File: src/rtl/tod_rate_pkg.sv
package tod_rate_pkg;

  localparam int unsigned WORD_W = 32;
  localparam int unsigned TIME_W = 64;

  typedef enum logic [2:0] {
    A_CTRL   = 3'd0,
    A_RATE   = 3'd1,
    A_PRSC   = 3'd2,
    A_TIME_L = 3'd3,
    A_TIME_H = 3'd4
  } reg_addr_e;

  typedef struct packed {
    logic              carry;
    logic [WORD_W-1:0] sum;
  } phase_step_t;

  // One step of the fractional accumulator.
  function automatic phase_step_t phase_step(input logic [WORD_W-1:0] ph,
                                             input logic [WORD_W-1:0] rate);
    logic [WORD_W:0] wide;
    phase_step_t     r;
    wide    = {1'b0, ph} + {1'b0, rate};
    r.carry = wide[WORD_W];
    r.sum   = wide[WORD_W-1:0];
    return r;
  endfunction

  // Advance of the time count by one tick period.
  function automatic logic [TIME_W-1:0] tick_add(input logic [TIME_W-1:0] t,
                                                 input logic [15:0]       per);
    return t + {{(TIME_W-16){1'b0}}, per};
  endfunction

endpackage

File: src/rtl/tod_phase_acc.sv
module tod_phase_acc
  import tod_rate_pkg::*;
(
  input  logic              clk,
  input  logic              rst_n,
  input  logic              run,
  input  logic              clr,
  input  logic [WORD_W-1:0] rate,
  output logic              carry,
  output logic [WORD_W-1:0] phase
);

  phase_step_t nxt;

  always_comb begin
    nxt   = phase_step(phase, rate);
    carry = run && !clr && nxt.carry;
  end

  always_ff @(posedge clk or negedge rst_n) begin
    if (!rst_n)       phase <= '0;
    else if (clr)     phase <= '0;
    else if (run)     phase <= nxt.sum;
  end

  // a load clears the fraction
  a_r5_phase_clear: assert property (@(posedge clk) disable iff (!rst_n)
    clr |=> phase == '0);

  // phase frozen while stopped
  a_r3_phase_hold: assert property (@(posedge clk) disable iff (!rst_n)
    (!run && !clr) |=> $stable(phase));

  // phase moves by the rate word, modulo 2^32
  a_r2_phase_step: assert property (@(posedge clk) disable iff (!rst_n)
    (run && !clr) |=> phase == WORD_W'($past(phase) + $past(rate)));

endmodule

File: src/rtl/tod_ns_count.sv
module tod_ns_count
  import tod_rate_pkg::*;
#(
  parameter int unsigned PERIOD_W = 8
) (
  input  logic                clk,
  input  logic                rst_n,
  input  logic                tick,
  input  logic [PERIOD_W-1:0] period,
  input  logic                load,
  input  logic [TIME_W-1:0]   load_val,
  output logic [TIME_W-1:0]   count
);

  logic [15:0] per16;

  always_comb per16 = 16'(period);

  always_ff @(posedge clk or negedge rst_n) begin
    if (!rst_n)     count <= '0;
    else if (load)  count <= load_val;
    else if (tick)  count <= tick_add(count, per16);
  end

  // load wins and lands exactly
  a_r5_load: assert property (@(posedge clk) disable iff (!rst_n)
    load |=> count == $past(load_val));

  // carry adds one period
  a_r2_tick: assert property (@(posedge clk) disable iff (!rst_n)
    (!load && tick) |=> count == $past(count) + TIME_W'($past(period)));

  // no carry, no load, no change
  a_r3_count_hold: assert property (@(posedge clk) disable iff (!rst_n)
    (!load && !tick) |=> $stable(count));

endmodule

File: src/rtl/tod_reg_if.sv
module tod_reg_if
  import tod_rate_pkg::*;
#(
  parameter int unsigned         ADDR_W     = 3,
  parameter int unsigned         PERIOD_W   = 8,
  parameter int unsigned         PRSC_W     = 16,
  parameter logic [PERIOD_W-1:0] PERIOD_RST = 8'd10,
  parameter logic [WORD_W-1:0]   RATE_RST   = 32'hCCCC_CCCD,
  parameter logic [PRSC_W-1:0]   PRSC_RST   = 16'd2
) (
  input  logic                clk,
  input  logic                rst_n,
  input  logic                reg_wr,
  input  logic                reg_rd,
  input  logic [ADDR_W-1:0]   reg_addr,
  input  logic [WORD_W-1:0]   reg_wdata,
  output logic [WORD_W-1:0]   reg_rdata,
  input  logic [TIME_W-1:0]   count,
  output logic                run,
  output logic [PERIOD_W-1:0] period,
  output logic [WORD_W-1:0]   rate,
  output logic                load,
  output logic [TIME_W-1:0]   load_val
);

  localparam int unsigned PER_LSB = 8;
  localparam int unsigned PER_MSB = PER_LSB + PERIOD_W - 1;

  logic [WORD_W-1:0] stage_lo;
  logic [WORD_W-1:0] hi_snap;
  logic [PRSC_W-1:0] prsc;
  logic [WORD_W-1:0] ctrl_view;
  logic [WORD_W-1:0] rd_mux;

  logic wr_ctrl, wr_rate, wr_prsc, wr_lo, wr_hi, rd_lo;

  always_comb begin
    wr_ctrl = reg_wr && (reg_addr == ADDR_W'(A_CTRL));
    wr_rate = reg_wr && (reg_addr == ADDR_W'(A_RATE));
    wr_prsc = reg_wr && (reg_addr == ADDR_W'(A_PRSC));
    wr_lo   = reg_wr && (reg_addr == ADDR_W'(A_TIME_L));
    wr_hi   = reg_wr && (reg_addr == ADDR_W'(A_TIME_H));
    rd_lo   = reg_rd && (reg_addr == ADDR_W'(A_TIME_L));
    load     = wr_hi;
    load_val = {reg_wdata, stage_lo};
  end

  always_comb begin
    ctrl_view                   = '0;
    ctrl_view[0]                = run;
    ctrl_view[PER_MSB:PER_LSB]  = period;
  end

  always_comb begin
    unique case (reg_addr)
      ADDR_W'(A_CTRL):   rd_mux = ctrl_view;
      ADDR_W'(A_RATE):   rd_mux = rate;
      ADDR_W'(A_PRSC):   rd_mux = WORD_W'(prsc);
      ADDR_W'(A_TIME_L): rd_mux = count[WORD_W-1:0];
      ADDR_W'(A_TIME_H): rd_mux = hi_snap;
      default:           rd_mux = '0;
    endcase
  end

  always_ff @(posedge clk or negedge rst_n) begin
    if (!rst_n) begin
      run      <= 1'b0;
      period   <= PERIOD_RST;
      rate     <= RATE_RST;
      prsc     <= PRSC_RST;
      stage_lo <= '0;
    end else begin
      if (wr_ctrl) begin
        run    <= reg_wdata[0];
        period <= reg_wdata[PER_MSB:PER_LSB];
      end
      if (wr_rate) rate     <= reg_wdata;
      if (wr_prsc) prsc     <= reg_wdata[PRSC_W-1:0];
      if (wr_lo)   stage_lo <= reg_wdata;
    end
  end

  always_ff @(posedge clk or negedge rst_n) begin
    if (!rst_n) begin
      reg_rdata <= '0;
      hi_snap   <= '0;
    end else if (reg_rd) begin
      reg_rdata <= rd_mux;
      if (rd_lo) hi_snap <= count[TIME_W-1:WORD_W];
    end
  end

  // read data holds without a read strobe
  a_r7_rdata_hold: assert property (@(posedge clk) disable iff (!rst_n)
    !reg_rd |=> $stable(reg_rdata));

  // a low read captures the upper half of the count
  a_r6_hi_capture: assert property (@(posedge clk) disable iff (!rst_n)
    rd_lo |=> hi_snap == $past(count[TIME_W-1:WORD_W]));

  // a rate write lands without touching the staging word
  a_r9_rate_write: assert property (@(posedge clk) disable iff (!rst_n)
    wr_rate |=> (rate == $past(reg_wdata)) && $stable(stage_lo));

endmodule

File: src/rtl/tod_rate_counter.sv
module tod_rate_counter
  import tod_rate_pkg::*;
#(
  parameter int unsigned         ADDR_W     = 3,
  parameter int unsigned         PERIOD_W   = 8,
  parameter int unsigned         PRSC_W     = 16,
  parameter logic [PERIOD_W-1:0] PERIOD_RST = 8'd10,
  parameter logic [31:0]         RATE_RST   = 32'hCCCC_CCCD,
  parameter logic [PRSC_W-1:0]   PRSC_RST   = 16'd2
) (
  input  logic              clk,
  input  logic              rst_n,
  input  logic              reg_wr,
  input  logic              reg_rd,
  input  logic [ADDR_W-1:0] reg_addr,
  input  logic [31:0]       reg_wdata,
  output logic [31:0]       reg_rdata,
  output logic [63:0]       tod_ns
);

  logic                run;
  logic [PERIOD_W-1:0] period;
  logic [WORD_W-1:0]   rate;
  logic                load;
  logic [TIME_W-1:0]   load_val;
  logic                carry;
  logic [WORD_W-1:0]   phase;

  tod_reg_if #(
    .ADDR_W(ADDR_W), .PERIOD_W(PERIOD_W), .PRSC_W(PRSC_W),
    .PERIOD_RST(PERIOD_RST), .RATE_RST(RATE_RST), .PRSC_RST(PRSC_RST)
  ) u_regs (
    .clk(clk), .rst_n(rst_n),
    .reg_wr(reg_wr), .reg_rd(reg_rd), .reg_addr(reg_addr),
    .reg_wdata(reg_wdata), .reg_rdata(reg_rdata),
    .count(tod_ns), .run(run), .period(period), .rate(rate),
    .load(load), .load_val(load_val)
  );

  tod_phase_acc u_phase (
    .clk(clk), .rst_n(rst_n), .run(run), .clr(load),
    .rate(rate), .carry(carry), .phase(phase)
  );

  tod_ns_count #(.PERIOD_W(PERIOD_W)) u_count (
    .clk(clk), .rst_n(rst_n), .tick(carry), .period(period),
    .load(load), .load_val(load_val), .count(tod_ns)
  );

  // a low-half write alone never moves the count while stopped
  a_r4_stage_only: assert property (@(posedge clk) disable iff (!rst_n)
    (reg_wr && reg_addr == ADDR_W'(A_TIME_L) && !run) |=> $stable(tod_ns));

  // stopped timer keeps the time unless loaded
  a_r3_stopped: assert property (@(posedge clk) disable iff (!rst_n)
    (!run && !load) |=> $stable(tod_ns));

endmodule

File: config.mk
export PLATFORM = sky130hd
export DESIGN_NAME = tod_rate_counter
export DESIGN_NICKNAME = d
export VERILOG_FILES = /design/src/rtl/tod_rate_pkg.sv /design/src/rtl/tod_phase_acc.sv /design/src/rtl/tod_ns_count.sv /design/src/rtl/tod_reg_if.sv /design/src/rtl/tod_rate_counter.sv
export SDC_FILE = /design/constraint.sdc
export NUM_CORES = 1
export LEC_CHECK = 0
export ABC_AREA = 0
export ABC_CLOCK_PERIOD_IN_PS = 2800
export BUFFER_PORTS_ARGS = -buffer_cell sky130_fd_sc_hd__buf_2
export CAP_MARGIN = 20
export CORE_MARGIN = 1
export CORE_UTILIZATION = 35
export CTS_CLUSTER_SIZE = 20
export DETAILED_ROUTE_END_ITERATION = 16
export GPL_TIMING_DRIVEN = 0
export PLACE_DENSITY_LB_ADDON = 0.1
export SKIP_CTS_REPAIR_TIMING = 1
export SYNTH_ARGS = -nofsm -noshare
export SYNTH_HDL_FRONTEND = slang
export SYNTH_SLANG_ARGS = --single-unit
File: constraint.sdc
create_clock -name clk -period 2.8 [get_ports clk]
set_input_delay 0.56 -clock clk [delete_from_list [all_inputs] [get_ports clk]]
set_output_delay 0.56 -clock clk [all_outputs]
set_load 0.02 [all_outputs]
# Word level (Yosys, flattened, before mapping)
# Cells that the tools add are included.
[word_totals] ff_bits=249 word_cells=33 inputBits=39 output_inout_bits=96
[classes] n_mux=5 add_sub_neg=2 eq_ne=4 reduce_logical=13
[op_table] operator="$pmux 32 s5" count=1
[op_table] operator="$mux 64" count=2
[op_table] operator="$add 64x8->64" count=1
[op_table] operator="$mux 32" count=2
[op_table] operator="$add 32x32->33" count=1
[op_table] operator="$logic_and 1x1->1" count=8
[op_table] operator="$eq 3x2->1 const B" count=2
[op_table] operator="$reduce_bool 2->1" count=2
[op_table] operator="$eq 3x1->1 const B" count=1
[op_table] operator="$eq 3x3->1 const B" count=1
[op_table] operator="$logic_not 3->1" count=1
[op_table] operator="$reduce_and 2->1" count=1
[op_table] operator="$logic_not 1->1" count=1

# Longest topological paths before layout
# Gate-level depths: netlist (run 1).
[logic_depth] word_depth=7 mapped_depth=12 depth_no_buf=10

# By module
# A second synthesis (run 1) with hierarchy kept.
[unflattened] cells_unflattened=1408 area_unflattened_um2=14370.0
[modules_own_cells] mod="tod_reg_if" n_inst=1 area_per_inst_um2=6972.9 cells_per_inst=529 seq_area_each_um2=3853.7
[modules_own_cells] mod="tod_ns_count" n_inst=1 area_per_inst_um2=4325.4 cells_per_inst=521 seq_area_each_um2=1601.5
[modules_own_cells] mod="tod_phase_acc" n_inst=1 area_per_inst_um2=3071.7 cells_per_inst=358 seq_area_each_um2=800.8

# Worst setup path before layout (run 1)
# OpenSTA, ideal clock, no wires.
[synth_path] path_type="flip-flop to flip-flop" startpoint="register u_count.count[0]" endpoint="register u_count.count[26]" path_stages_with_launch=11 setup_slack_ps=-168 arrival_ps=2842 period_less_slack_ps=2968 n_path_buf=0 t_required_ps=2674 setup_ps=126 path_cell_list="dfrtp_1 -> ha_1 -> fa_1 -> a21oi_1 -> o21bai_1 -> nor4b_2 -> nor3b_2 -> and3_1 -> and3_1 -> nor4b_1 -> a221o_1"
[synth_via] elab_chain_cells=3
[synth_lines] element="start, declared" line="tod_ns_count.sv:12" rtl="output logic [TIME_W-1:0] count"
[synth_lines] element="start signal, assigned" line="tod_ns_count.sv:21" rtl="else if (load) count <= load_val;"
[synth_lines] element="start signal, assigned" line="tod_ns_count.sv:22" rtl="else if (tick) count <= tick_add(count, per16);"
[synth_lines] element="$add 64x8->64" line="tod_rate_pkg.sv:33" rtl="return t + {{(TIME_W-16){1'b0}}, per};"
[synth_lines] element="$mux 64" line="tod_ns_count.sv:22"
[synth_lines] element="$mux 64" line="tod_ns_count.sv:21"
# No other way between the ends. The select of a mux whose other input is x is not followed.
# A chain may end at the register's enable or synchronous reset.

# Worst setup path in the final report (run 1)
[layout_path] startpoint="register u_phase.phase[0]" endpoint="register u_count.count[60]"
[layout_via] elab_chain_cells=3
[layout_lines] element="start, declared" line="tod_phase_acc.sv:10" rtl="output logic [WORD_W-1:0] phase"
[layout_lines] element="start signal, assigned" line="tod_phase_acc.sv:23" rtl="else if (run) phase <= nxt.sum;"
[layout_lines] element="$add 32x32->33" line="tod_rate_pkg.sv:24" rtl="wide = {1'b0, ph} + {1'b0, rate};"
[layout_lines] element="$logic_and 1x1->1" line="tod_phase_acc.sv:17" rtl="carry = run && !clr && nxt.carry;"
[layout_lines] element="$reduce_bool 2->1 (no source line)"
# No other way between the ends.

==> flow_summary.ini, run 1 <==
[synthesis]
synth_cells = 1402
async_flop_share = 1.00
ys_top_cells_by_count = dfrtp_1 (229), a21oi_1 (164), mux2_2 (122)
synth_warnings = 0
ys_top_cells_by_area = dfrtp_1 (41%), mux2_2 (9.8%), a21oi_1 (5.9%), dfstp_2 (3.8%), ha_1 (3.6%)
synth_top_area_share = 0.409
synth_flop_cell = dfrtp_1
ys_seq_elements = 249
synthesis.nets = 1483
synth_seq_area_share = 0.447
post-synth-top-count-cell = dfrtp_1
syn_area_um2 = 14000
yosysUniqueCellTypes = 77
yosysTopAreaCell = dfrtp_1
avgSynthCellArea_um2 = 9.99
synth_edf_count = 0

[cells_and_area]
finalNetCount = 1670
num-fill-cells = 3870
area_growth_pct = 22.9
drive_above_1_share = 0.293
diodes = 0

[clocking]
numCtsBuffers = 30
root_buffer = clkbuf_16
clockBufferDepth = 3
tritoncts = yes
cts_sinks = 249
htreeDepth = 1
clk_pin_slew_ns = 0.06
insertion_delay_ns = 0.57

[power]
power_mw = 19.6
p_leak_nw = 7.23
vdd_drop_max_uv = 491
power.density_nw_per_um2 = 1140

[worst_hold_path]
holdPathEnd = u_regs.stage_lo[28]$_DFFE_PN0P_
hold_depth = 2
worstHoldStart = reg_wdata[28]
hold_path.class = input pin to flop

[global_route]
grt_pass1_vias = 11800
track_usage = 0.262
grt_pass1_wl_mm = 79.6
grt_max_degree = 109
antenna_found_initial = 2
grt-ovfl-total = 0

[setup_path]
regToRegSetupSlack_ns = -0.31
end_kind = flop
path_buf_inv = 2
worst-path-max-fanout = 10
worstPathRequired_ns = 3.25
crit_arrival_ns = 3.56
path_cells = ha_4 -> fa_2 -> a211o_1 -> a211oi_4 -> o22ai_4 -> and4_4 -> o2111ai_4 -> and2_4 -> buf_12 -> buf_12 -> a21oi_1 -> a2bb2oi_2
worstReg2RegStart = u_phase.phase[0]$_DFFE_PN0P_
cpMostUsedCell = buf_12
crit_path_start_kind = flop
r2r_cells = 12
crit_path_max_incr_delay_ns = 0.40
r2r-end = u_count.count[60]$_DFFE_PN0P_
path_delay_family = compound AO/OA/AOI/OAI gates
slowest_stage = dfrtp_1
path_class = flop to flop

[detailed_routing]
drtIter0Drc = 1299
drcViolationCount = 0
vias = 12300
wl_mm = 54.8
avgViaCountPerCell = 5.79
drtPass1Iterations = 5
routedWlPerCell_um = 25.8
antenna_left = 0

[timing]
finalSetupViolations = 67
post-route-min-period_ns = 3.11
maxSlewViolCount = 0
whs_ns = 0.271
fmax_ghz = 0.322
skew_ns = 0.0189
period_share = 1.11
hold_violations = 0
setup_slack_ns = -0.308
slew_headroom = 0.327
worstMarginPinSlew_ns = 1.00
rsz0062_at_grt = yes

[floorplanning]
num_rows = 72
coreArea_um2 = 39100
io_pins = 135
die_y_um = 202
die_x_um = 202
start_util = 0.358
dieArea_um2 = 40800

[run_status]
status = finished, violations left
violations = negative setup slack

[placed_design]
port_buffers = 133
dpl.hpwl_mm = 40.0
gp_congestion = 0.923

[flow_run]
maxCapViolCount = 0
## kinds of logic after synthesis
kind of cell / Yosys count / synth area share
AO/OA/AOI/OAI: 417 / 0.183
AND/OR/NAND/NOR: 376 / 0.136
multiplexers: 166 / 0.138
flip-flops: 249 / 0.447
adder cells (fa/ha/maj): 42 / 0.0386
buffers and inverters: 121 / 0.0390
XOR/XNOR: 31 / 0.0194
## worst max path at each step
stage                                       from                               to  slack (ns)  depth (start not counted)
floorplan           u_count.count[0]$_DFFE_PN0P_    u_count.count[26]$_DFFE_PN0P_       -0.03                         10
global placement                           rst_n  u_regs.reg_rdata[2]$_DFFE_PN0P_       -3.75                          1
detailed placement                   reg_addr[0]     u_count.count[1]$_DFFE_PN0P_       -0.94                          8
CTS                 u_regs.period[1]$_DFFE_PN1P_    u_count.count[57]$_DFFE_PN0P_       -0.73                          9
global route        u_phase.phase[0]$_DFFE_PN0P_    u_count.count[55]$_DFFE_PN0P_       -0.38                         12
finish              u_phase.phase[0]$_DFFE_PN0P_    u_count.count[60]$_DFFE_PN0P_       -0.31                         12
## layout by cell type, fill, tap and decap left out, types with 33 or more instances in the layout
cell type / n
a21oi_1: 153
buf_2: 134
clkbuf_1: 53
clkbuf_16: 33
dfrtp_1: 225
inv_1: 33
mux2_2: 122
mux2i_1: 35
nand2_1: 78
nand3_1: 40
nand4_1: 37
nor2_1: 100
o21ai_0: 80
o22ai_1: 33
## state kept, by name (all words and copies together), names as in the netlist
register,flops
u_count.count,64
u_phase.phase,32
u_regs.hi_snap,32
u_regs.rate,32
u_regs.reg_rdata,32
u_regs.stage_lo,32
u_regs.prsc,16
u_regs.period,8
u_regs.run,1
## per-stage QoR
step                      worst slack [ns]   util  instances  area, um^2  TNS (ns)
after global routing                -0.380  0.440       2129       17200    -20.15
final                               -0.308  0.440       2129       17200    -13.89
after global placement               -3.75  0.392       2053       15300  -1022.78
after detailed placement            -0.942  0.395       2056       15400    -88.07
after CTS                           -0.734  0.421       2110       16500    -40.83
after floorplan                    -0.0314      -       1402       14000   -0.0314
## routing by layer
metal,vias up,part of all wire,wire length (um),global-route usage
met5,-,0.00020,11,0
met4,2,0.029,1570,0.0668
met3,105,0.072,3950,0.0411
met2,509,0.45,24700,0.411
met1,6162,0.45,24700,0.375
li1,5557,-,-,-
## where the power goes
| group | switching [mW] | internal (mW) | leakage (nW) |
|---|---|---|---|
| Clock | 1.63 | 2.58 | 0.511 |
| Combinational | 5.27 | 3.82 | 3.87 |
| Sequential | 1.49 | 4.85 | 2.86 |
| Total | 8.39 | 11.3 | 7.23 |
## final cells by class
cell class                      instances  area, um^2  share of cell area
Timing Repair Buffer                  156         953              0.0554
Inverter                               33         124             0.00720
Clock inverter                         11         186              0.0108
Buffer                                 87         520              0.0302
Sequential cell                       249        6260               0.364
Multi-Input combinational cell       1032        7660               0.445
Clock buffer                           43         861              0.0500
Tap cell                              518         648              0.0377
(Power assumes the default switching activity.)
==> run 2, diff against run 1 <==
Settings changed: CAP_MARGIN 20 to 40, CORE_UTILIZATION 35 to 43, PLACE_DENSITY_LB_ADDON 0.1 to unset.
==> run 2 against run 1 <==
  * Utilization up 9.4 points
  * Largest cell class unchanged
  * Routed wire length down 7.3%
  * Non-clock buffer count up 9
  * Clock power down 8.3%
  * Sequential power about the same
  * Sequential cell count unchanged
  * The flow still finishes with violations (negative setup slack)
  * Via count up 0.70%
  * Highest routed layer unchanged
  * Sequential share of layout area up 0.48 points
  * Register-to-register slack about the same
==> flow_summary.ini, run 2 (synthesized netlist as in run 1, its figures left out) <==
[setup_path]
path_class = flop to flop
crit_path_start_kind = flop
r2r_cells = 12
r2r-end = u_count.count[2]$_DFFE_PN0P_
worst-path-max-fanout = 10
end_kind = flop
regToRegSetupSlack_ns = -0.31
worstReg2RegStart = u_phase.phase[0]$_DFFE_PN0P_
worstPathRequired_ns = 3.25
crit_arrival_ns = 3.56

[placed_design]
dpl.hpwl_mm = 37.1
place_ws_ns = -0.680
gp_congestion = 0.956
dp.cells = 1984
port_buffers = 133

[detailed_routing]
antenna_left = 0
avgViaCountPerCell = 6.05
wl_mm = 50.8
vias = 12400
drtPass1Iterations = 5
drtIter0Drc = 1195
drcViolationCount = 0
routedWlPerCell_um = 24.7

[floorplanning]
coreArea_um2 = 31800
num_rows = 65
io_pins = 135
dieArea_um2 = 33300
die_x_um = 182
start_util = 0.440
die_y_um = 182

[timing]
period_share = 1.11
maxSlewViolCount = 0
rsz0062_at_grt = yes
slew_headroom = 0.445
timing.setup.tns_ns = -12.00
setup_slack_ns = -0.310
hold_violations = 0
skew_ns = 0.0394
worstMarginPinSlew_ns = 0.826
fmax_ghz = 0.322
post-route-min-period_ns = 3.11
finalSetupViolations = 65

[worst_hold_path]
hold_depth = 2
holdPathEnd = u_regs.rate[28]$_DFFE_PN0P_
hold_path.class = input pin to flop
worstHoldStart = reg_wdata[28]

[clocking]
clk_pin_slew_ns = 0.06
root_buffer = clkbuf_16
clockBufferDepth = 3
numCtsBuffers = 28
tritoncts = yes
htreeDepth = 1
cts_sinks = 249
insertion_delay_ns = 0.58

[cells_and_area]
finalNetCount = 1677
mostFrequentLayoutCells = dfrtp_1 (226), a21oi_1 (156), buf_2 (138)
area_growth_pct = 21.3
final_common_cell = dfrtp_1
stdcell_count = 2054
largest_register_ff_count = 64
drive_above_1_share = 0.291
regMostFlops = u_count.count

[global_route]
track_usage = 0.303
antenna_found_initial = 1
grt_pass1_vias = 12000
grt_pass1_wl_mm = 74.9
grt-ovfl-total = 0
grt_max_degree = 100

[run_status]
violations = negative setup slack
status = finished, violations left

[power]
internal-power_mw = 10.9
switchingPower_mw = 8.22
switching_share = 0.430
power.density_nw_per_um2 = 1130
power_frac_seq = 0.330
pwr-share-clk = 0.202
p_leak_nw = 7.18
p_comb_frac = 0.468
vdd_drop_max_uv = 489

[flow_run]
maxCapViolCount = 0
==> run 2: cell count changes in the layout (fill, tap and decap cells not counted), moves of 3 or more <==
| cell | change |
|---|---|
| clkbuf_2 | -6 |
| buf_4 | +4 |
| clkbuf_8 | +5 |
| buf_2 | +4 |
| bufinv_16 | -3 |
| clkbuf_16 | -5 |
| a21oi_2 | -4 |
| a21oi_1 | +3 |
| buf_6 | +6 |
| nor2_4 | -4 |
==> run 2: area by class of cell <==
cell class	count	area (um^2)
timing repair buffer	164	970
clock buffer	41	840
antenna	1	2.50
tap	435	544
multi-input combinational	1032	7600
clock inverter	11	129
buffer	88	509
sequential	249	6260
fill	2898	14800
inverter	33	124
==> run 2: how the worst max path moves through the flow <==
| stage | from | end |
|---|---|---|
| after floorplan | u_count.count[0]$_DFFE_PN0P_ | u_count.count[26]$_DFFE_PN0P_ |
| after global placement | rst_n | u_regs.hi_snap[1]$_DFFE_PN0P_ |
| after detailed placement | reg_addr[1] | u_regs.reg_rdata[20]$_DFFE_PN0P_ |
| after CTS | u_count.count[0]$_DFFE_PN0P_ | u_count.count[26]$_DFFE_PN0P_ |
| after global routing | u_phase.phase[0]$_DFFE_PN0P_ | u_count.count[14]$_DFFE_PN0P_ |
| final | u_phase.phase[0]$_DFFE_PN0P_ | u_count.count[2]$_DFFE_PN0P_ |
==> run 2: worst max-delay path, cell delays in order (launching register included) <==
cell and delay (ns):
dfrtp_1 0.41, ha_4 0.17, fa_2 0.38, a211o_1 0.36, a211oi_4 0.32, o22ai_4 0.12
and4_4 0.21, o2111ai_4 0.25, and2_4 0.20, buf_12 0.14, buf_6 0.18, o21ai_0 0.12
o21ai_0 0.13
==> run 2: through the flow <==
stage	hold slack, ns	instance area, um^2	util	total power [mW]
after global placement	0.461	15200	0.479	14.0
after floorplan	0.264	14000	-	11.4
after global routing	0.260	17000	0.534	20.1
final	0.265	17000	0.534	19.1
after detailed placement	0.473	15400	0.484	14.1
after CTS	-0.0567	16400	0.515	18.0
==> run 2: power groups by stage <==
stage	Clock (mW)	Sequential, mW	Combinational, mW
final	3.86	6.31	8.95
after global routing	4.04	6.43	9.67
after CTS	3.91	6.19	7.95
after detailed placement	0	6.25	7.89
after global placement	0	6.23	7.82
after floorplan	0	6.28	5.12
==> run 2: metal layers <==
metal	vias up	share of wire	global-route usage
met5	-	0.0015	0.0163
met3	111	0.089	0.0744
li1	5579	-	-
met2	594	0.45	0.462
met4	3	0.035	0.113
met1	6134	0.42	0.414
